File: config.mk
export PLATFORM = sky130hd
export DESIGN_NAME = sc_datapath
export DESIGN_NICKNAME = d
export VERILOG_FILES = /design/src/rtl/sc_dp_pkg.sv /design/src/rtl/sc_dp_regfile.sv /design/src/rtl/sc_dp_mux2.sv /design/src/rtl/sc_dp_func.sv /design/src/rtl/sc_datapath.sv
export SDC_FILE = /design/constraint.sdc
export NUM_CORES = 1
export LEC_CHECK = 0
export CORE_UTILIZATION = 50
export DETAILED_ROUTE_END_ITERATION = 8
export DONT_BUFFER_PORTS = 1
export PLACE_DENSITY = 0.64
export SETUP_SLACK_MARGIN = 0.4
export SLEW_MARGIN = 20
export SYNTH_ARGS = -nofsm -noshare
export SYNTH_HDL_FRONTEND = slang
export SYNTH_SLANG_ARGS = --single-unit
File: constraint.sdc
create_clock -name clk -period 13.9 [get_ports clk]
set_clock_uncertainty 0.15 [all_clocks]
set_input_delay 2.78 -clock clk [delete_from_list [all_inputs] [get_ports clk]]
set_output_delay 2.78 -clock clk [all_outputs]
set_load 0.05 [all_outputs]
File: src/rtl/sc_dp_pkg.sv
package sc_dp_pkg;

    // Operand chosen as Y for the adder when the code is arithmetic
    typedef enum logic [1:0] {
        Y_ZERO  = 2'b00,
        Y_B     = 2'b01,
        Y_NOT_B = 2'b10,
        Y_ONES  = 2'b11
    } y_src_e;

    // Bitwise operation when the code is logic
    typedef enum logic [1:0] {
        LOP_AND = 2'b00,
        LOP_OR  = 2'b01,
        LOP_XOR = 2'b10,
        LOP_NOT = 2'b11
    } lop_e;

    typedef struct packed {
        logic c;
        logic v;
        logic n;
        logic z;
    } flags_t;

endpackage

File: src/rtl/sc_dp_regfile.sv
module sc_dp_regfile #(
    parameter  int WIDTH = 8,
    parameter  int NREG  = 4,
    localparam int SEL_W = (NREG > 1) ? $clog2(NREG) : 1
) (
    input  logic             clk,
    input  logic             rst,
    input  logic [SEL_W-1:0] rd_a_sel,
    input  logic [SEL_W-1:0] rd_b_sel,
    input  logic [SEL_W-1:0] wr_sel,
    input  logic             wr_en,
    input  logic [WIDTH-1:0] wr_data,
    output logic [WIDTH-1:0] rd_a,
    output logic [WIDTH-1:0] rd_b
);

    typedef struct packed {
        logic [NREG-1:0][WIDTH-1:0] regs;
    } rf_state_t;

    rf_state_t st_d, st_q;

    always_comb begin
        st_d = st_q;
        if (wr_en && (int'(wr_sel) < NREG)) begin
            st_d.regs[wr_sel] = wr_data;
        end
        if (rst) begin
            st_d = '0;
        end
    end

    always_ff @(posedge clk) begin
        st_q <= st_d;
    end

    // Reads are combinational: a same-cycle source sees the pre-edge value
    assign rd_a = st_q.regs[rd_a_sel];
    assign rd_b = st_q.regs[rd_b_sel];

endmodule

File: src/rtl/sc_dp_mux2.sv
module sc_dp_mux2 #(
    parameter int WIDTH = 8
) (
    input  logic             sel,
    input  logic [WIDTH-1:0] in0,
    input  logic [WIDTH-1:0] in1,
    output logic [WIDTH-1:0] out
);

    always_comb begin
        out = sel ? in1 : in0;
    end

endmodule

File: src/rtl/sc_dp_func.sv
module sc_dp_func
    import sc_dp_pkg::*;
#(
    parameter int WIDTH = 8
) (
    input  logic [WIDTH-1:0] a,
    input  logic [WIDTH-1:0] b,
    input  logic [3:0]       fsel,
    output logic [WIDTH-1:0] f,
    output flags_t           flags
);

    logic [WIDTH:0]   cy;
    logic [WIDTH-1:0] arith_res;
    logic [WIDTH-1:0] logic_res;
    logic             is_logic;
    y_src_e           y_src;
    lop_e             lop;

    assign is_logic = fsel[3];
    assign y_src    = y_src_e'(fsel[2:1]);
    assign lop      = lop_e'(fsel[2:1]);
    assign cy[0]    = fsel[0];

    // Ripple stage per bit: operand conditioning, sum and carry
    for (genvar i = 0; i < WIDTH; i++) begin : g_bit
        logic yb;
        always_comb begin
            unique case (y_src)
                Y_ZERO:  yb = 1'b0;
                Y_B:     yb = b[i];
                Y_NOT_B: yb = ~b[i];
                default: yb = 1'b1;
            endcase
        end
        assign arith_res[i] = a[i] ^ yb ^ cy[i];
        assign cy[i+1]      = (a[i] & yb) | (cy[i] & (a[i] ^ yb));
    end

    always_comb begin
        unique case (lop)
            LOP_AND: logic_res = a & b;
            LOP_OR:  logic_res = a | b;
            LOP_XOR: logic_res = a ^ b;
            default: logic_res = ~a;
        endcase
    end

    // Output multiplexer between the arithmetic and logic halves
    sc_dp_mux2 #(.WIDTH(WIDTH)) i_out_mux (
        .sel (is_logic),
        .in0 (arith_res),
        .in1 (logic_res),
        .out (f)
    );

    always_comb begin
        flags.c = ~is_logic & cy[WIDTH];
        flags.v = ~is_logic & (cy[WIDTH] ^ cy[WIDTH-1]);
        flags.n = f[WIDTH-1];
        flags.z = ~|f;
    end

endmodule

File: src/rtl/sc_datapath.sv
module sc_datapath
    import sc_dp_pkg::*;
#(
    parameter  int WIDTH = 8,
    parameter  int NREG  = 4,
    localparam int SEL_W = (NREG > 1) ? $clog2(NREG) : 1
) (
    input  logic             clk,
    input  logic             rst,
    input  logic [SEL_W-1:0] a_sel,
    input  logic [SEL_W-1:0] b_sel,
    input  logic [SEL_W-1:0] d_sel,
    input  logic             const_sel,
    input  logic [WIDTH-1:0] const_in,
    input  logic [3:0]       fsel,
    input  logic             ext_sel,
    input  logic             load_en,
    input  logic [WIDTH-1:0] ext_data,
    output logic [WIDTH-1:0] addr_bus,
    output logic [WIDTH-1:0] dout_bus,
    output logic             flag_c,
    output logic             flag_v,
    output logic             flag_n,
    output logic             flag_z
);

    logic [WIDTH-1:0] reg_a;
    logic [WIDTH-1:0] reg_b;
    logic [WIDTH-1:0] b_bus;
    logic [WIDTH-1:0] func_out;
    logic [WIDTH-1:0] d_bus;
    flags_t           flags;

    sc_dp_regfile #(.WIDTH(WIDTH), .NREG(NREG)) i_regfile (
        .clk      (clk),
        .rst      (rst),
        .rd_a_sel (a_sel),
        .rd_b_sel (b_sel),
        .wr_sel   (d_sel),
        .wr_en    (load_en),
        .wr_data  (d_bus),
        .rd_a     (reg_a),
        .rd_b     (reg_b)
    );

    sc_dp_mux2 #(.WIDTH(WIDTH)) i_b_mux (
        .sel (const_sel),
        .in0 (reg_b),
        .in1 (const_in),
        .out (b_bus)
    );

    sc_dp_func #(.WIDTH(WIDTH)) i_func (
        .a     (reg_a),
        .b     (b_bus),
        .fsel  (fsel),
        .f     (func_out),
        .flags (flags)
    );

    sc_dp_mux2 #(.WIDTH(WIDTH)) i_d_mux (
        .sel (ext_sel),
        .in0 (func_out),
        .in1 (ext_data),
        .out (d_bus)
    );

    assign addr_bus = reg_a;
    assign dout_bus = b_bus;
    assign flag_c   = flags.c;
    assign flag_v   = flags.v;
    assign flag_n   = flags.n;
    assign flag_z   = flags.z;

endmodule

==> reports/metrics.cfg <==
[run_status]
status=finished, final reports clean

[global_routing]
grt_use_total=0.233
grt.overflow.total=0
grt_pass1_vias=2114
grt_pass1_wl_mm=10.7
grt_max_degree=39
antenna_found_initial=0

[synthesis]
yosysWarnings=0
syn-instance-count=313
ys_seq_area_frac=0.231
syn_nets=368
synth_ff_type=dfxtp_1
ys_async_sr_fraction=0
ys_ff_latch=32
synth.distinct_cells=43
syn_avg_cell_area_um2=8.84
synthesis.area_um2=2770
synth_edf_count=0

[timing]
fin_tns_setup_ps=0
slew_viol_final=0
worstMarginPinSlew_ps=949
hold_viol_final=0
setup_viol=0
slew_headroom=0.366
fin_crit_ps=10560
max_freq_mhz=94.7
fin_crit_sh=0.759
rsz0062_at_grt=no

[cts]
htree_num_levels=2
post_cts.repair.setup_buffers=0
cts-resized-gates=0
root_buffer=clkbuf_8
cts.sinks=32
insertion_delay_ps=280
cts_tree=built
clock_path_buffers=2
numCtsBuffers=5
clkSlewWorstSetupHoldPaths_ps=60
hold_buffers=0

[power]
vdd_ir_drop_max_v=0.0000689
power_density_nw_per_um2=89.5
p_leak_uw=0.00118

[routing]
wire_per_inst_um=18.0
via_count=2216
finalWirelength_mm=6.59
drtAntennaViolNets=0
viasPerCell=6.04
drc=0
firstDrtPassIters=4
drtIter0Drc=91

[die]
die_area_um2=5840
fp-row-count=26
core_area_um2=5200
start_util=0.532
die_h_um=76.4
num_io_pins=51
fp.dieW_um=76.4

[place]
dp.cells=360
globalplace.congestion=0.830
io_buffers=0
hpwlAfterDp_mm=5.11

[critical_path]
crit_chain=mux4_2, mux2i_1, mux2i_1, fa_1, inv_1, fa_1, inv_1, fa_1, fa_1, inv_1, fa_1, inv_1, fa_1, inv_1, fa_1, fa_1, nor4_1, o2111ai_1, nor2_1
cp-start-kind=input pin
critical_path_arrival_ps=7630
cp_slowest_cell=nor2_1
crit_path_frequent_cell=fa_1
cp_max_fo=8
required_ps=10970
cpPeakStageDelay_ps=710
end_kind=output port
critPathKind=input pin to output port

[cells_and_area]
final_core_util=0.546
area_delta_synth_final_pct=2.67
mostFrequentLayoutCell=dfxtp_1
final_cell_count_no_fill=367
nFillCells=508
largest_reg_flops=32
regMostFlops=i_regfile.st_q
mostFrequentLayoutCells=dfxtp_1, inv_1, o21ai_0
num-nets-final=352
reg_top3=i_regfile.st_q (32)
drive_gt1_frac=0.135
diodes=0

[worst_hold_path]
min_path_type=flip-flop to flip-flop

[run]
cap_violations=0

worst max-delay path, delay by kind of cell:
kind,cells,cell delay [ps]
AND/OR/NAND/NOR,2,990
AO/OA/AOI/OAI,1,130
multiplexers,3,920
buffers and inverters,5,330
adder cells (fa/ha/maj),8,2460
kinds of logic (layout without fill, tap and decap cells):
logic type	Yosys count	after routing	share of synthesized area
buffers and inverters	55	39	0.0832
adder cells (fa/ha/maj)	24	24	0.130
XOR/XNOR	1	1	0.00317
flip-flops	32	32	0.231
multiplexers	43	43	0.210
AND/OR/NAND/NOR	85	85	0.164
AO/OA/AOI/OAI	73	73	0.178
where the power goes:
part / internal [µW] / total (µW) / switching, µW
clock network: 44.1 / 77.9 / 33.9
logic: 27.9 / 76.7 / 48.8
registers: 96.1 / 99.5 / 3.46
synth_stat cells, types with 5 or more instances:
cell | instances | share of area
dfxtp_1 | 32 | 0.23
inv_1 | 31 | 0.042
o21ai_0 | 31 | 0.056
nor2_1 | 24 | 0.033
mux2i_1 | 21 | 0.076
nand2_1 | 18 | 0.024
nand3b_1 | 18 | 0.049
ha_1 | 16 | 0.072
clkbuf_1 | 13 | 0.018
mux2_2 | 11 | 0.045
mux4_2 | 11 | 0.090
nor2b_1 | 9 | 0.020
a21oi_1 | 8 | 0.014
fa_1 | 8 | 0.058
a211oi_1 | 6 | 0.016
a211oi_2 | 5 | 0.023
o221ai_1 | 5 | 0.016
routing by layer:
metal | vias up | GRT usage | wire length [µm]
met5 | - | 0 | 0
met4 | 0 | 0.0827 | 87
met3 | 10 | 0.0383 | 300
met2 | 66 | 0.351 | 3030
met1 | 1055 | 0.333 | 3180
li1 | 1085 | - | -
final timing paths:
path                           start                  to  slack [ps]  cells past startpoint
hold reg to reg   i_regfile.st_q[20]  i_regfile.st_q[20]         340                      2
setup / recovery            b_sel[1]              flag_z        3340                     19
setup reg to reg  i_regfile.st_q[16]   i_regfile.st_q[7]        8940                     19
hold / removal    i_regfile.st_q[20]  i_regfile.st_q[20]         340                      2
per-stage QoR:
| stage | instance area, µm² | hold WS, ps | worst slack, ps | total power [µW] |
|---|---|---|---|---|
| 2_1_floorplan | 2770 | 286 | 3440 | 172 |
| 3_3_place_gp | 2750 | 322 | 3440 | 177 |
| 6_report | 2840 | 337 | 3340 | 254 |
| 5_1_grt | 2840 | 353 | 3080 | 268 |
| 4_1_cts | 2840 | 336 | 3340 | 256 |
| 3_5_place_dp | 2750 | 327 | 3350 | 178 |
area by class of cell:
type,count,area [µm²],share of cell area
multi-input cells,226,1900,0.668
flip-flops and latches,32,641,0.225
inverters,32,120,0.0423
clock buffers,7,96.3,0.0339
well taps,70,87.6,0.0308
No activity file was read; power rests on OpenSTA's default activity.
